File: config.mk
export PLATFORM = sky130hd
export DESIGN_NAME = hbus_seq
export DESIGN_NICKNAME = d
export VERILOG_FILES = /design/src/rtl/hbus_seq_pkg.sv /design/src/rtl/hbus_ca_word.sv /design/src/rtl/hbus_cs_guard.sv /design/src/rtl/hbus_seq.sv
export SDC_FILE = /design/constraint.sdc
export NUM_CORES = 1
export LEC_CHECK = 0
export BUFFER_PORTS_ARGS = -buffer_cell sky130_fd_sc_hd__buf_2
export CAP_MARGIN = 20
export CORE_ASPECT_RATIO = 1.2
export CORE_UTILIZATION = 56
export DETAILED_ROUTE_END_ITERATION = 10
export PLACE_DENSITY = 0.86
export SYNTH_ARGS = -nofsm -noshare
export SYNTH_HDL_FRONTEND = slang
export SYNTH_SLANG_ARGS = --single-unit
File: constraint.sdc
create_clock -name clk -period 4.4 [get_ports clk]
set_input_delay 0 -clock clk [delete_from_list [all_inputs] [get_ports clk]]
set_output_delay 0 -clock clk [all_outputs]
set_load 0.02 [all_outputs]
File: src/rtl/hbus_seq_pkg.sv
package hbus_seq_pkg;
  localparam int WORD_W = 16;
  localparam int CA_W   = 48;

  typedef enum logic [2:0] {
    ST_IDLE,
    ST_CA,
    ST_LAT,
    ST_DATA,
    ST_GAP
  } seq_state_t;
endpackage

File: src/rtl/hbus_ca_word.sv
module hbus_ca_word #(
  parameter int AW = 24
) (
  input  logic                              is_write,
  input  logic                              is_reg,
  input  logic [AW-1:0]                     addr,
  input  logic [1:0]                        slot,
  output logic [hbus_seq_pkg::WORD_W-1:0]   word
);
  import hbus_seq_pkg::*;

  localparam int UPPER_W = 29;

  logic [CA_W-1:0]    ca;
  logic [UPPER_W-1:0] upper;

  always_comb begin
    upper          = UPPER_W'(addr >> 3);
    ca             = '0;
    ca[47]         = ~is_write;
    ca[46]         = is_reg;
    ca[45]         = 1'b1;
    ca[44:16]      = upper;
    ca[2:0]        = addr[2:0];
    case (slot)
      2'd0:    word = ca[47:32];
      2'd1:    word = ca[31:16];
      default: word = ca[15:0];
    endcase
  end
endmodule

File: src/rtl/hbus_cs_guard.sv
module hbus_cs_guard #(
  parameter int CSW = 10
) (
  input  logic           clk,
  input  logic           rst_n,
  input  logic           cs_low,
  input  logic [CSW-1:0] max_low,
  output logic           limit_hit
);
  logic [CSW-1:0] cnt_q, cnt_d;
  logic           cnt_en;

  always_comb begin
    cnt_en = 1'b0;
    cnt_d  = cnt_q;
    if (!cs_low) begin
      cnt_en = (cnt_q != '0);
      cnt_d  = '0;
    end else if (cnt_q != '1) begin
      cnt_en = 1'b1;
      cnt_d  = cnt_q + 1'b1;
    end
  end

  always_ff @(posedge clk or negedge rst_n) begin
    if (!rst_n)      cnt_q <= '0;
    else if (cnt_en) cnt_q <= cnt_d;
  end

  // cycles low including the current one have reached the cap
  assign limit_hit = ({1'b0, cnt_q} + 1'b1) >= {1'b0, max_low};
endmodule

File: src/rtl/hbus_seq.sv
module hbus_seq #(
  parameter int AW   = 24,
  parameter int LENW = 10,
  parameter int LATW = 4,
  parameter int CSW  = 10
) (
  input  logic             clk,
  input  logic             rst_n,
  input  logic [LATW-1:0]  cfg_latency,
  input  logic [CSW-1:0]   cfg_max_cs,
  input  logic             req_valid,
  output logic             req_ready,
  input  logic             req_write,
  input  logic             req_reg,
  input  logic [AW-1:0]    req_addr,
  input  logic [LENW-1:0]  req_len,
  input  logic [15:0]      wr_data,
  output logic             wr_ready,
  output logic [15:0]      rd_data,
  output logic             rd_valid,
  output logic             hb_cs_n,
  output logic             hb_ck_en,
  output logic [15:0]      hb_dq_out,
  output logic             hb_dq_oe,
  input  logic [15:0]      hb_dq_in,
  input  logic             hb_rwds_in,
  output logic             busy
);
  import hbus_seq_pkg::*;

  localparam int LCW = LATW + 1;

  seq_state_t       st_q, st_d;
  logic [1:0]       slot_q, slot_d;
  logic [LCW-1:0]   lat_q, lat_d, lat_total;
  logic             dbl_q, dbl_d, dbl_now;
  logic [AW-1:0]    addr_q, addr_d;
  logic [LENW-1:0]  left_q, left_d;
  logic             wr_q, wr_d, reg_q, reg_d;
  logic             load_en;
  logic             cs_low, limit_hit;
  logic [15:0]      ca_word;

  hbus_ca_word #(.AW(AW)) u_ca (
    .is_write (wr_q),
    .is_reg   (reg_q),
    .addr     (addr_q),
    .slot     (slot_q),
    .word     (ca_word)
  );

  hbus_cs_guard #(.CSW(CSW)) u_guard (
    .clk       (clk),
    .rst_n     (rst_n),
    .cs_low    (cs_low),
    .max_low   (cfg_max_cs),
    .limit_hit (limit_hit)
  );

  assign dbl_now   = dbl_q | hb_rwds_in;
  assign lat_total = dbl_now ? {cfg_latency, 1'b0} : {1'b0, cfg_latency};

  always_comb begin
    st_d    = st_q;
    slot_d  = slot_q;
    lat_d   = lat_q;
    dbl_d   = dbl_q;
    addr_d  = addr_q;
    left_d  = left_q;
    wr_d    = wr_q;
    reg_d   = reg_q;
    load_en = 1'b1;
    case (st_q)
      ST_IDLE: begin
        load_en = req_valid;
        if (req_valid) begin
          st_d   = ST_CA;
          slot_d = 2'd0;
          dbl_d  = 1'b0;
          addr_d = req_addr;
          left_d = req_len;
          wr_d   = req_write;
          reg_d  = req_reg;
        end
      end
      ST_CA: begin
        dbl_d = dbl_now;
        if (slot_q == 2'd2) begin
          lat_d = lat_total;
          st_d  = (lat_total == '0) ? ST_DATA : ST_LAT;
        end else begin
          slot_d = slot_q + 2'd1;
        end
      end
      ST_LAT: begin
        if (lat_q <= LCW'(1)) st_d  = ST_DATA;
        else                  lat_d = lat_q - 1'b1;
      end
      ST_DATA: begin
        addr_d = addr_q + 1'b1;
        left_d = left_q - 1'b1;
        if (left_q <= LENW'(1)) st_d = ST_IDLE;
        else if (limit_hit)     st_d = ST_GAP;
      end
      ST_GAP: begin
        st_d   = ST_CA;
        slot_d = 2'd0;
        dbl_d  = 1'b0;
      end
      default: st_d = ST_IDLE;
    endcase
  end

  // rst_n is expected to arrive already synchronised on its release edge
  always_ff @(posedge clk or negedge rst_n) begin
    if (!rst_n) begin
      st_q   <= ST_IDLE;
      slot_q <= '0;
      lat_q  <= '0;
      dbl_q  <= 1'b0;
      addr_q <= '0;
      left_q <= '0;
      wr_q   <= 1'b0;
      reg_q  <= 1'b0;
    end else if (load_en) begin
      st_q   <= st_d;
      slot_q <= slot_d;
      lat_q  <= lat_d;
      dbl_q  <= dbl_d;
      addr_q <= addr_d;
      left_q <= left_d;
      wr_q   <= wr_d;
      reg_q  <= reg_d;
    end
  end

  assign cs_low    = (st_q == ST_CA) || (st_q == ST_LAT) || (st_q == ST_DATA);
  assign hb_cs_n   = ~cs_low;
  assign hb_ck_en  = cs_low;
  assign wr_ready  = (st_q == ST_DATA) && wr_q;
  assign rd_valid  = (st_q == ST_DATA) && !wr_q;
  assign rd_data   = hb_dq_in;
  assign hb_dq_oe  = (st_q == ST_CA) || wr_ready;
  assign hb_dq_out = (st_q == ST_CA) ? ca_word : (wr_ready ? wr_data : '0);
  assign busy      = (st_q != ST_IDLE);
  assign req_ready = (st_q == ST_IDLE);
endmodule

==> impl_metrics.json <==
{
  "die_h_um": 94.5,
  "drive_gt1_frac": 0.213,
  "grt_max_degree": 58,
  "cellLeakagePower_nw": 2.28,
  "synth_area_leaders": "dfrtp_1, ha_1, o21ai_0",
  "io_buffers": 92,
  "grt_pass1_vias": 3980,
  "vdd_drop_max_v": 0.000415,
  "syn-num-nets": 586,
  "tritoncts": "built",
  "synth_fa_ha_area_frac": 0.0626,
  "timing.final.hold_violations": 0,
  "cts.clk_slew.worst_paths_ns": 0.07,
  "start_kind": "flop",
  "fillCellCount": 524,
  "grt-ovfl-total": 0,
  "synth_compound_area_frac": 0.231,
  "synth_top_family_by_area": "simple AND/OR/NAND/NOR gates",
  "min_path_type": "primary input to output pin",
  "setup_violations": 0,
  "route.vias.total": 4241,
  "clockBufferDepth": 2,
  "power.density_mw_per_mm2": 606,
  "clk-insertion-delay-late_ns": 0.34,
  "regArea_mm2": 0.00143,
  "antenna_found_initial": 0,
  "yosys-top-cells-count": "dfrtp_1, nand2_1, nor2_1, o21ai_0, inv_1",
  "utilization": 0.716,
  "synth-seq-cells": 57,
  "clock_skew_ns": 0.0123,
  "ios": 125,
  "yosysWarnings": 0,
  "clock-sinks": 57,
  "multi_input_area_mm2": 0.00222,
  "relSlewSlack": 0.248,
  "fin_nets": 687,
  "dr.pass1.iters": 6,
  "synth-simple-area-share": 0.232,
  "crit_required_ns": 4.40,
  "synth-edff-count": 0,
  "yosysMostFrequentCell": "dfrtp_1",
  "drc_errors": 0,
  "yosysUniqueCellTypes": 61,
  "setup_tns_ns": 0,
  "die_w_um": 79.1,
  "dp.cells": 620,
  "worstSetupPathType": "flop to output pin",
  "routedWlPerCell_um": 16.1,
  "cp_data_arrival_time_ns": 2.99,
  "grt_pass1_wl_mm": 17.7,
  "muxShareOfSynthArea": 0.0106,
  "final_cells": 673,
  "cts_buffers": 9,
  "synth_area_mm2": 0.00400,
  "rsz0062_at_grt": "false",
  "hpwl_mm": 7.45,
  "syn-instance-count": 480,
  "status": "finished clean",
  "die-area_mm2": 0.00748,
  "drv_cap": 0,
  "drtAntennaViolNets": 0,
  "cts_resized": 0,
  "max_freq_mhz": 334,
  "initial_core_util": 0.583,
  "cp_max_fo": 17,
  "worstSetupEndpointType": "output pin",
  "yosys.area.top_type": "dfrtp_1",
  "yosysSeqAreaShare": 0.357,
  "diodes": 0,
  "wl_mm": 10.8,
  "async_flop_share": 1.00,
  "period_minus_slack_ns": 2.99,
  "root_buffer": "clkbuf_8",
  "slew_viol_final": 0,
  "finalCritPeriodShare": 0.680,
  "synth-xor-area-share": 0.0197,
  "avgSynthCellArea_um2": 8.33,
  "area_growth_pct": 22.8,
  "drt_iter0_markers": 379,
  "reg2reg_slack_ns": 1.74,
  "cts_max_level": 3,
  "yosys.area.top_type_share": 0.357,
  "core-area_mm2": 0.00685,
  "fp-row-count": 33,
  "synth_flop_cell": "dfrtp_1",
  "place_congestion": 0.916,
  "tightest_slew_ns": 1.12,
  "grt_usage": 0.303,
  "vias_per_cell": 6.30,
  "power_w": 0.00297
}
## flip-flops by register name (all words and copies together) (netlist names)
signal and flops:
addr_q 24, left_q 10, u_guard.cnt_q 10, lat_q 5
st_q 3, slot_q 2, dbl_q 1, reg_q 1
wr_q 1
## critical path: stages (launching register included)
cell      delay (ns)
dfrtp_1         0.50
nand3b_1        0.58
nor2_1          1.04
nand2_1         0.15
o21ai_0         0.16
buf_2           0.22
## layer usage
metal	track usage	wire, um	share of wire	up-vias
li1	-	-	-	1953
met1	0.339	4130	0.38	1993
met2	0.540	5460	0.51	241
met3	0.0580	786	0.073	54
met4	0.167	429	0.040	0
met5	0	0	0	-
## cell type report
| cell class | count | area share |
|---|---|---|
| tap | 87 | 0.0222 |
| sequential | 57 | 0.291 |
| timing repair buffer | 132 | 0.174 |
| multi-input combinational | 350 | 0.453 |
| clock buffer | 10 | 0.0280 |
| clock inverter | 6 | 0.00892 |
| inverter | 31 | 0.0237 |
## timing repair
action,4_1_cts,5_1_grt
buffers inserted,0,0
hold buffers,37,0
hold endpoints to repair,93,0
## logic make-up (layout without fill, tap and decap cells)
logic type | count (synthesis) | in the layout
AO/OA/AOI/OAI | 134 | 134
XOR/XNOR | 9 | 9
adder cells (fa/ha/maj) | 20 | 20
buffers and inverters | 73 | 179
flip-flops | 57 | 57
multiplexers | 4 | 4
AND/OR/NAND/NOR | 183 | 183
## worst paths after layout
kind | start | endpoint | cells after the start
max | st_q[2] | hb_dq_out[1] | 5
min | hb_dq_in[12] | rd_data[12] | 0
max reg2reg | u_guard.cnt_q[3] | st_q[0] | 11
min reg2reg | left_q[9] | left_q[9] | 1
max in group asynchronous | rst_n | lat_q[0] | 3
min in group asynchronous | rst_n | addr_q[13] | 3
## where the power goes
group	total, W	switching [W]	internal [W]
logic	0.00146	0.000864	0.000599
registers	0.00105	0.000303	0.000752
clock network	0.000455	0.000236	0.000219
total	0.00297	0.00140	0.00157
## placed cells by master, fill, tap and decap left out, types with 2 or more instances in the layout
| cell type | Yosys | final |
|---|---|---|
| nand2_1 | 48 | 48 |
| or4_1 | 3 | 3 |
| a221o_1 | 3 | 3 |
| clkinvlp_4 | 0 | 4 |
| xor2_1 | 4 | 4 |
| nor2_1 | 38 | 38 |
| o21ai_0 | 36 | 36 |
| o311ai_0 | 3 | 3 |
| o22ai_1 | 3 | 3 |
| o21bai_1 | 2 | 2 |
| dlygate4sd3_1 | 0 | 37 |
| a21oi_1 | 19 | 19 |
| a21o_1 | 2 | 2 |
| nand2b_1 | 4 | 4 |
| dfrtp_1 | 57 | 57 |
| buf_2 | 10 | 92 |
| a41oi_1 | 2 | 2 |
| and2_1 | 4 | 4 |
| clkbuf_8 | 0 | 10 |
| and4_1 | 4 | 4 |
| mux2i_1 | 2 | 2 |
| xnor2_1 | 5 | 5 |
| nor4_1 | 8 | 8 |
| nand4_1 | 10 | 10 |
| nor3_1 | 16 | 16 |
| mux2_2 | 2 | 2 |
| o211ai_1 | 6 | 6 |
| a31oi_1 | 7 | 7 |
| buf_4 | 16 | 3 |
| or3_1 | 4 | 4 |
| inv_1 | 31 | 31 |
| o221a_2 | 4 | 4 |
| a22o_1 | 14 | 14 |
| a311oi_1 | 4 | 4 |
| nor2b_1 | 3 | 3 |
| ha_1 | 20 | 20 |
| nand3_1 | 29 | 29 |
| a22oi_1 | 7 | 7 |
| and3_1 | 2 | 2 |
| a211oi_1 | 11 | 11 |
## through the flow
step                setup slack [ns]  hold slack, ns  cell area, um2
floorplan                       1.99          -0.296            4000
global placement                1.92        0.000137            4360
detailed placement              1.81        0.000137            4360
CTS                             1.59        0.000137            4910
global route                    1.21       0.0000651            4910
finish                          1.41       0.0000230            4910
(Power assumes the default switching activity.)
